--- src/rtl/sdma_ctrl_pkg.sv ---
package sdma_ctrl_pkg;
  localparam int NUM_EVT   = 11;
  localparam int EVT_IDX_W = $clog2(NUM_EVT + 1);
  localparam logic [EVT_IDX_W-1:0] EVT_NONE = '1;

  localparam int EV_DOWN     = 0;
  localparam int EV_START    = 1;
  localparam int EV_STARTED  = 2;
  localparam int EV_RUN      = 3;
  localparam int EV_SW_DONE  = 4;
  localparam int EV_HW_DONE  = 5;
  localparam int EV_HALTED   = 6;
  localparam int EV_IDLE     = 7;
  localparam int EV_ERR_A    = 8;
  localparam int EV_ERR_B    = 9;
  localparam int EV_TICK     = 10;

  typedef enum logic [2:0] {
    ST_DOWN      = 3'd0,
    ST_STARTUP   = 3'd1,
    ST_IDLE      = 3'd2,
    ST_SW_CLEAN  = 3'd3,
    ST_HW_CLEAN  = 3'd4,
    ST_HALT_WAIT = 3'd5,
    ST_RUN       = 3'd6
  } ctl_state_e;
endpackage

--- src/rtl/sdma_evt_pick.sv ---
module sdma_evt_pick #(
  parameter int N = 11,
  parameter int W = 4
) (
  input  logic [N-1:0] evt_i,
  output logic         vld_o,
  output logic [W-1:0] idx_o
);
  // lowest index wins: scan downward so the last hit is the smallest
  always_comb begin
    vld_o = 1'b0;
    idx_o = '1;
    for (int k = N - 1; k >= 0; k--) begin
      if (evt_i[k]) begin
        vld_o = 1'b1;
        idx_o = W'(k);
      end
    end
  end
endmodule

--- src/rtl/sdma_ctl_table.sv ---
module sdma_ctl_table
  import sdma_ctrl_pkg::*;
(
  input  ctl_state_e st_i,
  output logic       en_o,
  output logic       irq_en_o,
  output logic       halt_o,
  output logic       drain_o
);
  always_comb begin
    en_o     = 1'b0;
    irq_en_o = 1'b0;
    halt_o   = 1'b0;
    drain_o  = 1'b0;
    case (st_i)
      ST_RUN: begin
        en_o     = 1'b1;
        irq_en_o = 1'b1;
      end
      ST_HALT_WAIT: begin
        halt_o  = 1'b1;
        drain_o = 1'b1;
      end
      ST_DOWN, ST_SW_CLEAN, ST_HW_CLEAN: halt_o = 1'b1;
      default: ;
    endcase
  end
endmodule

--- src/rtl/sdma_dbg_regs.sv ---
module sdma_dbg_regs
  import sdma_ctrl_pkg::*;
#(
  parameter int W = 4
) (
  input  logic       clk_i,
  input  logic       rst_ni,
  input  ctl_state_e cur_i,
  input  ctl_state_e nxt_i,
  input  logic       evt_vld_i,
  input  logic [W-1:0] evt_idx_i,
  output logic [2:0] prev_o,
  output logic [W-1:0] last_o
);
  always_ff @(posedge clk_i or negedge rst_ni) begin
    if (!rst_ni) begin
      prev_o <= ST_DOWN;
      last_o <= '1;
    end else begin
      if (nxt_i != cur_i) prev_o <= cur_i;
      if (evt_vld_i)      last_o <= evt_idx_i;
    end
  end
endmodule

--- src/rtl/sdma_ctrl_fsm.sv ---
module sdma_ctrl_fsm
  import sdma_ctrl_pkg::*;
(
  input  logic                 clk_i,
  input  logic                 rst_ni,
  input  logic [NUM_EVT-1:0]   evt_i,
  output logic [2:0]           state_o,
  output logic                 want_run_o,
  output logic                 eng_en_o,
  output logic                 eng_irq_en_o,
  output logic                 eng_halt_o,
  output logic                 eng_drain_o,
  output logic                 start_req_o,
  output logic                 hw_clean_req_o,
  output logic                 sw_clean_req_o,
  output logic [2:0]           prev_state_o,
  output logic [EVT_IDX_W-1:0] last_evt_o
);
  ctl_state_e st_q, st_d;
  logic want_q, want_d;
  logic rq_start_d, rq_hw_d, rq_sw_d;
  logic rq_start_q, rq_hw_q, rq_sw_q;
  logic evt_vld;
  logic [EVT_IDX_W-1:0] evt_idx;

  sdma_evt_pick #(.N(NUM_EVT), .W(EVT_IDX_W)) u_pick (
    .evt_i (evt_i),
    .vld_o (evt_vld),
    .idx_o (evt_idx)
  );

  function automatic logic is_wait(ctl_state_e s);
    return (s == ST_STARTUP) || (s == ST_SW_CLEAN) ||
           (s == ST_HW_CLEAN) || (s == ST_HALT_WAIT);
  endfunction

  always_comb begin
    st_d       = st_q;
    want_d     = want_q;
    rq_start_d = 1'b0;
    rq_hw_d    = 1'b0;
    rq_sw_d    = 1'b0;
    if (evt_vld) begin
      if (int'(evt_idx) == EV_DOWN) begin
        st_d    = ST_DOWN;
        rq_sw_d = (st_q == ST_RUN) || (st_q == ST_HALT_WAIT) || (st_q == ST_HW_CLEAN);
      end else if (is_wait(st_q) && int'(evt_idx) == EV_RUN) begin
        want_d = 1'b1;
      end else if (is_wait(st_q) && int'(evt_idx) == EV_IDLE) begin
        want_d = 1'b0;
      end else begin
        case (st_q)
          ST_DOWN:
            if (int'(evt_idx) == EV_START) st_d = ST_STARTUP;
            else if (int'(evt_idx) == EV_RUN) begin
              st_d   = ST_STARTUP;
              want_d = 1'b1;
            end
          ST_STARTUP:
            if (int'(evt_idx) == EV_STARTED) st_d = want_q ? ST_RUN : ST_IDLE;
          ST_IDLE:
            if (int'(evt_idx) == EV_RUN) begin
              st_d   = ST_RUN;
              want_d = 1'b1;
            end
          ST_RUN:
            if (int'(evt_idx) == EV_IDLE) begin
              st_d   = ST_HALT_WAIT;
              want_d = 1'b0;
            end else if (int'(evt_idx) == EV_HALTED || int'(evt_idx) == EV_ERR_A) begin
              st_d    = ST_SW_CLEAN;
              rq_sw_d = 1'b1;
            end else if (int'(evt_idx) == EV_ERR_B) begin
              st_d = ST_HALT_WAIT;
            end
          ST_HALT_WAIT:
            if (int'(evt_idx) == EV_HALTED) begin
              st_d    = ST_HW_CLEAN;
              rq_hw_d = 1'b1;
            end
          ST_HW_CLEAN:
            if (int'(evt_idx) == EV_HW_DONE) begin
              st_d    = ST_SW_CLEAN;
              rq_sw_d = 1'b1;
            end
          ST_SW_CLEAN:
            if (int'(evt_idx) == EV_SW_DONE) begin
              st_d       = ST_STARTUP;
              rq_start_d = 1'b1;
            end
          default: st_d = ST_DOWN;
        endcase
      end
    end
  end

  always_ff @(posedge clk_i or negedge rst_ni) begin
    if (!rst_ni) begin
      st_q       <= ST_DOWN;
      want_q     <= 1'b0;
      rq_start_q <= 1'b0;
      rq_hw_q    <= 1'b0;
      rq_sw_q    <= 1'b0;
    end else begin
      st_q       <= st_d;
      want_q     <= want_d;
      rq_start_q <= rq_start_d;
      rq_hw_q    <= rq_hw_d;
      rq_sw_q    <= rq_sw_d;
    end
  end

  sdma_ctl_table u_tbl (
    .st_i     (st_q),
    .en_o     (eng_en_o),
    .irq_en_o (eng_irq_en_o),
    .halt_o   (eng_halt_o),
    .drain_o  (eng_drain_o)
  );

  sdma_dbg_regs #(.W(EVT_IDX_W)) u_dbg (
    .clk_i     (clk_i),
    .rst_ni    (rst_ni),
    .cur_i     (st_q),
    .nxt_i     (st_d),
    .evt_vld_i (evt_vld),
    .evt_idx_i (evt_idx),
    .prev_o    (prev_state_o),
    .last_o    (last_evt_o)
  );

  assign state_o        = st_q;
  assign want_run_o     = want_q;
  assign start_req_o    = rq_start_q;
  assign hw_clean_req_o = rq_hw_q;
  assign sw_clean_req_o = rq_sw_q;

  assert_req_onehot_R12: assert property (@(posedge clk_i) disable iff (!rst_ni)
    $onehot0({start_req_o, hw_clean_req_o, sw_clean_req_o}));

  assert_sw_req_pulse_R12: assert property (@(posedge clk_i) disable iff (!rst_ni)
    sw_clean_req_o |=> !sw_clean_req_o);

  assert_start_from_swclean_R7: assert property (@(posedge clk_i) disable iff (!rst_ni)
    start_req_o |-> (st_q == ST_STARTUP && prev_state_o == 3'(ST_SW_CLEAN)));

  assert_tick_no_effect_R10: assert property (@(posedge clk_i) disable iff (!rst_ni)
    (evt_i == NUM_EVT'(1) << EV_TICK) |=> ($stable(st_q) && $stable(want_q) &&
      !start_req_o && !hw_clean_req_o && !sw_clean_req_o));

  assert_down_wins_R9: assert property (@(posedge clk_i) disable iff (!rst_ni)
    evt_i[EV_DOWN] |=> (st_q == ST_DOWN));

  assert_enable_only_run_R11: assert property (@(posedge clk_i) disable iff (!rst_ni)
    (eng_en_o || eng_irq_en_o) |-> (state_o == 3'(ST_RUN)));
endmodule

--- config.mk ---
export PLATFORM = sky130hd
export DESIGN_NAME = sdma_ctrl_fsm
export DESIGN_NICKNAME = d
export VERILOG_FILES = /design/src/rtl/sdma_ctrl_pkg.sv /design/src/rtl/sdma_evt_pick.sv /design/src/rtl/sdma_ctl_table.sv /design/src/rtl/sdma_dbg_regs.sv /design/src/rtl/sdma_ctrl_fsm.sv
export SDC_FILE = /design/constraint.sdc
export NUM_CORES = 1
export LEC_CHECK = 0
export ABC_AREA = 0
export BUFFER_PORTS_ARGS = -buffer_cell sky130_fd_sc_hd__buf_2
export CORE_UTILIZATION = 56
export CTS_BUF_LIST = sky130_fd_sc_hd__clkbuf_16
export DETAILED_ROUTE_END_ITERATION = 10
export GPL_TIMING_DRIVEN = 0
export PLACE_DENSITY = 0.84
export RECOVER_POWER = 100
export SYNTH_ARGS = -nofsm -noshare
export SYNTH_HDL_FRONTEND = slang
export SYNTH_SLANG_ARGS = --single-unit
--- constraint.sdc ---
create_clock -name clk_i -period 3.7 [get_ports clk_i]
set_input_delay 0.74 -clock clk_i [delete_from_list [all_inputs] [get_ports clk_i]]
set_output_delay 0.74 -clock clk_i [all_outputs]
set_load 0.02 [all_outputs]
# --- Yosys cells after proc, flatten, opt, wreduce, memory -nomap -nowiden ---
# Index checks and enable logic that the tools add are counted.
op_classes:
  reduce_logical: 13
  eq_ne: 18
  bitwise_logic: 1
  muxes: 67
ops:
  columns: ["cell", "n"]
  rows:
  - ["$mux 3", 18]
  - ["$mux 1", 38]
  - ["$mux 4", 8]
  - ["$eq 4x4->1 const B", 6]
  - ["$pmux 3 s7", 1]
  - ["$eq 3x3->1 const B", 3]
  - ["$eq 4x3->1 const B", 2]
  - ["$eq 3x2->1 const B", 2]
  - ["$logic_or 1x1->1", 6]
  - ["$reduce_and 5->1", 1]
  - ["$reduce_bool 5->1", 1]
  - ["$eq 4x2->1 const B", 1]
  - ["$logic_not 4->1", 1]
  - ["$ne 4x1->1 const B", 1]
  - ["$ne 4x4->1 const B", 1]
  - ["$reduce_or 4->1", 1]
  - ["$eq 3x1->1 const B", 1]
  - ["$logic_not 3->1", 1]
  - ["$ne 3x3->1", 1]
  - ["$pmux 1 s3", 1]
  - ["$logic_and 1x1->1", 2]
  - ["$pmux 1 s2", 1]
  - ["$not 1->1", 1]
totals:
  regBits: 14
  in_bits: 13

# --- Depth between registers and ports, before layout ---
depth:
  ltp_word: 21
  mapped_depth: 9
  depth_no_buf: 9

# --- By module ---
# A second synthesis with hierarchy kept.
unflattened:
  cells_unflattened: 122
  area_unflattened_um2: 1112.3
by_module_without_submodules:
  columns: ["module", "area_each_um2", "cells_per_inst", "instances"]
  rows:
  - ["sdma_ctrl_fsm", 658.1, 77, 1]
  - ["sdma_dbg_regs", 295.3, 18, 1]
  - ["sdma_evt_pick", 111.4, 21, 1]
  - ["sdma_ctl_table", 47.5, 6, 1]

# --- Worst setup path before layout ---
# OpenSTA, ideal clock, no wires.
synth_timing:
  kind: "in2reg"
  start: "input evt_i[2]"
  end: "register u_dbg.prev_o[1]"
  slack_ps: 1066
  t_arrival_ps: 2503
  n_path_buf: 1
  setup_ps: 131
  stages: 9
  path_cell_list: "buf_6 > nor4_4 > nand2_2 > a21o_1 > o221ai_4 > o31ai_2 > a22o_1 > o211a_1 > or3_1"
synth_via:
  elab_chain_cells: 13
synth_lines:
  columns: ["item", "line_no", "source"]
  rows:
  - ["from (decl)", "sdma_ctrl_fsm.sv:6", "input logic [NUM_EVT-1:0] evt_i,"]
  - ["$mux 4 (3 in series)", "sdma_evt_pick.sv:14", "if (evt_i[k]) begin"]
  - ["$eq 4x4->1 (on tied branches)", "sdma_ctrl_fsm.sv:73, sdma_ctrl_fsm.sv:70, sdma_ctrl_fsm.sv:77", null]
  - ["$mux 3 / $logic_or 1x1->1 (equally long branches)", "sdma_ctrl_fsm.sv:73, sdma_ctrl_fsm.sv:70", null]
  - ["$mux 3", "sdma_ctrl_fsm.sv:70", "end else if (int'(evt_idx) == EV_HALTED || int'(evt_idx) == EV_ERR_A) begin"]
  - ["$mux 3", "sdma_ctrl_fsm.sv:67", "if (int'(evt_idx) == EV_IDLE) begin"]
  - ["$pmux 3 s7", "sdma_ctrl_fsm.sv:52", "case (st_q)"]
  - ["$mux 3", "sdma_ctrl_fsm.sv:49", "end else if (is_wait(st_q) && int'(evt_idx) == EV_IDLE) begin"]
  - ["$mux 3", "sdma_ctrl_fsm.sv:47", "end else if (is_wait(st_q) && int'(evt_idx) == EV_RUN) begin"]
  - ["$mux 3", "sdma_ctrl_fsm.sv:44", "if (int'(evt_idx) == EV_DOWN) begin"]
  - ["$mux 3 (*)", "sdma_ctrl_fsm.sv:43", "if (evt_vld) begin"]
  - ["$ne 3x3->1 (*)", "sdma_dbg_regs.sv:20", "if (nxt_i != cur_i) prev_o <= cur_i;"]
  - ["to (signal assigned)", "sdma_dbg_regs.sv:20", null]
  - ["to (decl)", "sdma_dbg_regs.sv:12", "output logic [2:0] prev_o,"]
# Every way passes the cells marked *; elsewhere a longest branch is shown, timed or not.
# A chain may end at the register's enable or synchronous reset.

# --- Worst setup path in the final report ---
layout_timing:
  start: "input evt_i[5]"
  end: "register u_dbg.prev_o[0]"
layout_via:
  elab_chain_cells: 16
layout_lines:
  columns: ["item", "line_no"]
  rows:
  - ["$mux 4 (6 in series)", "sdma_evt_pick.sv:14"]
  - ["$eq 4x4->1 (on tied branches)", "sdma_ctrl_fsm.sv:73, sdma_ctrl_fsm.sv:70, sdma_ctrl_fsm.sv:77"]
  - ["$mux 3 / $logic_or 1x1->1 (equally long branches)", "sdma_ctrl_fsm.sv:73, sdma_ctrl_fsm.sv:70"]
  - ["$mux 3", "sdma_ctrl_fsm.sv:70"]
  - ["$mux 3", "sdma_ctrl_fsm.sv:67"]
  - ["$pmux 3 s7", "sdma_ctrl_fsm.sv:52"]
  - ["$mux 3", "sdma_ctrl_fsm.sv:49"]
  - ["$mux 3", "sdma_ctrl_fsm.sv:47"]
  - ["$mux 3", "sdma_ctrl_fsm.sv:44"]
  - ["$mux 3 (*)", "sdma_ctrl_fsm.sv:43"]
  - ["$ne 3x3->1 (*)", "sdma_dbg_regs.sv:20"]
# Marked as above.

==> results.tsv <==
stage	metric	value	unit
sta	tightestPinTransition	935	ps
sta	hold_viol_final	0	
critical_path	cp_data_arrival_time	3380	ps
pwr	combPwrFrac	0.276	
routing	routedWlPerCell	16.6	µm
placement	place_hpwl	2.52	mm
routing	first_iter_violations	64	
pwr	switching_share	0.318	
sta	setup_violations	0	
logic_synthesis	syn_avg_cell_area	8.30	µm²
floorplanning	placementRows	16	
floorplanning	core-area	1980	µm²
critical_path	crit_fanout	7	
logic_synthesis	netlist_top_cells_area	dfrtp_1 (21%), dfstp_2 (8.7%), a21oi_1 (5.0%), nand2_1 (4.7%), nor2_1 (3.7%)	
floorplanning	dieArea	2340	µm²
floorplanning	ios	31	
sta	skew	2.07	ps
global_route	antenna_found_initial	0	
routing	routed_wl	3.41	mm
global_route	grt_pass1_wl	5.75	mm
routing	vias_per_cell	6.47	
pwr	p_clk_frac	0.391	
floorplanning	initial_core_util	0.607	
routing	drc	0	
cts	cts_setup_buffers	0	
pwr	power.switching	168	µW
routing	vias	1326	
finish	syn_to_final_growth	18.4	%
placement	gp_congestion	0.958	
pwr	p_int	360	µW
placement	portBuffers	29	
global_route	overflow	0	
logic_synthesis	yosysTopAreaCell	dfrtp_1	
cts	insertion_delay	240	ps
sta	fin_setup_tns	0	ps
critical_path	cp_data_required_time	3820	ps
floorplanning	fp.dieH	48.4	µm
logic_synthesis	synthDistinctLibCells	57	
finish	num-nets-final	192	
sta	finalCriticalPeriod	3260	ps
cts	clk_pin_slew	50	ps
sta	max_freq	307	MHz
run	maxCapViolCount	0	
global_route	grt_max_degree	15	
logic_synthesis	yosysWarnings	0	
sta	slew_headroom	0.371	
critical_path	startpoint_type	input pin	
logic_synthesis	seq_area_frac_synth	0.295	
critical_path	cp-startpoint	evt_i[5]	
pwr	p_seq_frac	0.333	
floorplanning	die_x	48.4	µm
sta	fin_crit_sh	0.881	
cts	cts_tree	built	
pwr	power.density	370	nW/µm²
placement	dpl_worst_slack	592	ps
cts	cts_resized	0	
pwr	p_leak	0.573	nW
logic_synthesis	synth_top_area_share	0.208	
logic_synthesis	syn-cell-area	1200	µm²
global_route	grt_pass1_vias	1248	
critical_path	reg2reg_to	u_dbg.prev_o[0]$_DFFE_PN0P_	
cts	htreeDepth	1	
routing	ant_nets	0	
finish	drive_gt1_frac	0.208	
worst_hold_path	hold_class	reg -> reg	
critical_path	cp-end-kind	flop	
finish	insertedDiodeCount	0	
run_status	outcome	complete, no violations	
cts	cts.sinks	14	
logic_synthesis	synthCells	145	
critical_path	reg2reg_from	state_o[1]$_DFF_PN0_	
cts	clk_path_buf_depth	2	
global_route	grt_usage	0.318	
sta	timing.final.ws_setup	441	ps
logic_synthesis	synth_nets	158	
critical_path	cp-endpoint	u_dbg.prev_o[0]$_DFFE_PN0P_	
sta	finalMaxSlewViolations	0	
critical_path	reg2regPathDepth	9	
sta	rsz0062_at_grt	no	
cts	cts_hold_buf	0	
cts	root_buffer	clkbuf_16	
logic_synthesis	yosys_register_bits	14	
cts	cts_buffers	3	
routing	firstDrtPassIters	4	
critical_path	regToRegSetupSlack	920	ps
pwr	vdd_drop_max	0.247	mV
critical_path	crit_type	in -> reg	
## stage by stage
step | instance area [µm²] | power [mW] | hold slack, ps | instances | utilization
6_report | 1430 | 0.527 | 478 | 205 | 0.719
5_1_grt | 1430 | 0.549 | 492 | 205 | 0.719
4_1_cts | 1460 | 0.531 | 395 | 205 | 0.737
3_5_place_dp | 1380 | 0.326 | 469 | 201 | 0.698
3_3_place_gp | 1380 | 0.322 | 446 | 201 | 0.698
2_1_floorplan | 1200 | 0.277 | 444 | 145 | -
## cells in the mapped netlist (all sizes together)
| library cell | n |
|---|---|
| a21o | 1 |
| a311oi | 1 |
| dfstp | 4 |
| buf | 5 |
| nor2b | 2 |
| xnor2 | 1 |
| a211oi | 2 |
| o31ai | 2 |
| and3 | 1 |
| inv | 6 |
| nor3b | 1 |
| o21ai | 14 |
| clkbuf | 4 |
| nor3 | 8 |
| a22o | 2 |
| nor4bb | 1 |
| a211o | 1 |
| a31o | 1 |
| o211a | 2 |
| a31oi | 1 |
| nand3b | 1 |
| nor4 | 7 |
| nand2 | 17 |
| or3 | 1 |
| or2 | 1 |
| dfrtp | 10 |
| nor2 | 14 |
| nand2b | 3 |
| clkinv | 1 |
| a41oi | 1 |
| a22oi | 1 |
| nand3 | 3 |
| a21oi | 13 |
| o311a | 2 |
| o221ai | 1 |
| a41o | 1 |
| o21bai | 1 |
| and2 | 1 |
| a2111oi | 1 |
| o21a | 1 |
| mux2 | 2 |
| o311ai | 2 |
## cell usage in the layout, fill, tap and decap left out, drive strengths merged, types with 3 or more instances in the layout
| cell | n |
|---|---|
| a21oi | 13 |
| buf | 16 |
| clkbuf | 25 |
| dfrtp | 10 |
| dfstp | 4 |
| inv | 5 |
| nand2 | 17 |
| nand2b | 3 |
| nand3 | 3 |
| nor2 | 14 |
| nor3 | 8 |
| nor4 | 7 |
| o21ai | 14 |
## worst min path at each step
stage                                 from                     endpoint  cells past startpoint
2_1_floorplan                       rst_ni     hw_clean_req_o$_DFF_PN0_                      0
3_3_place_gp   u_dbg.last_o[3]$_DFFE_PN1N_  u_dbg.last_o[3]$_DFFE_PN1N_                      2
3_5_place_dp   u_dbg.last_o[3]$_DFFE_PN1N_  u_dbg.last_o[3]$_DFFE_PN1N_                      2
4_1_cts                             rst_ni       want_run_o$_DFFE_PN0P_                      1
5_1_grt        u_dbg.last_o[3]$_DFFE_PN1N_  u_dbg.last_o[3]$_DFFE_PN1N_                      2
6_report       u_dbg.last_o[3]$_DFFE_PN1N_  u_dbg.last_o[3]$_DFFE_PN1N_                      2
## final cells by class
type                            instances  area, µm²
Multi-Input combinational cell        115        732
Fill cell                             190        557
Sequential cell                        14        355
Timing Repair Buffer                   29        123
Clock buffer                            3       75.1
Buffer                                  9       75.1
Tap cell                               27       33.8
Inverter                                7       27.5
Clock inverter                          1       3.75
## power groups by stage
stage               sequential (mW)  clock (mW)  combinational [mW]
floorplan                     0.192           0              0.0845
global placement              0.178           0               0.144
detailed placement            0.178           0               0.148
CTS                           0.176       0.205               0.150
global route                  0.178       0.213               0.159
finish                        0.176       0.206               0.146
## state kept, by name (all words and copies together) (netlist names)
register and cells:
u_dbg.prev_o 3, start_req_o 1, state_o 3, hw_clean_req_o 1, sw_clean_req_o 1, want_run_o 1, u_dbg.last_o 4
## worst max-delay path: stages
cell,delay (ps)
clkbuf_1,150
nor4_1,830
nand2b_1,270
nor3b_1,70
o31ai_1,450
o311ai_0,190
o21ai_0,310
mux2_1,360
## cell families after synthesis
family,after synthesis,synth area share
buf+inv,16,0.0894
simple gates,61,0.282
mux,2,0.0187
xor+xnor,1,0.00728
flops,14,0.295
compound gates,51,0.308
## layer usage
layer  track usage  wire, µm  vias to the layer above
met5             0         0                        -
met4         0.147        71                        0
met3        0.0409       280                        9
met2         0.535      1660                       78
met1         0.407      1390                      636
li1              -         -                      603
Power figures use the tool's default switching activity.
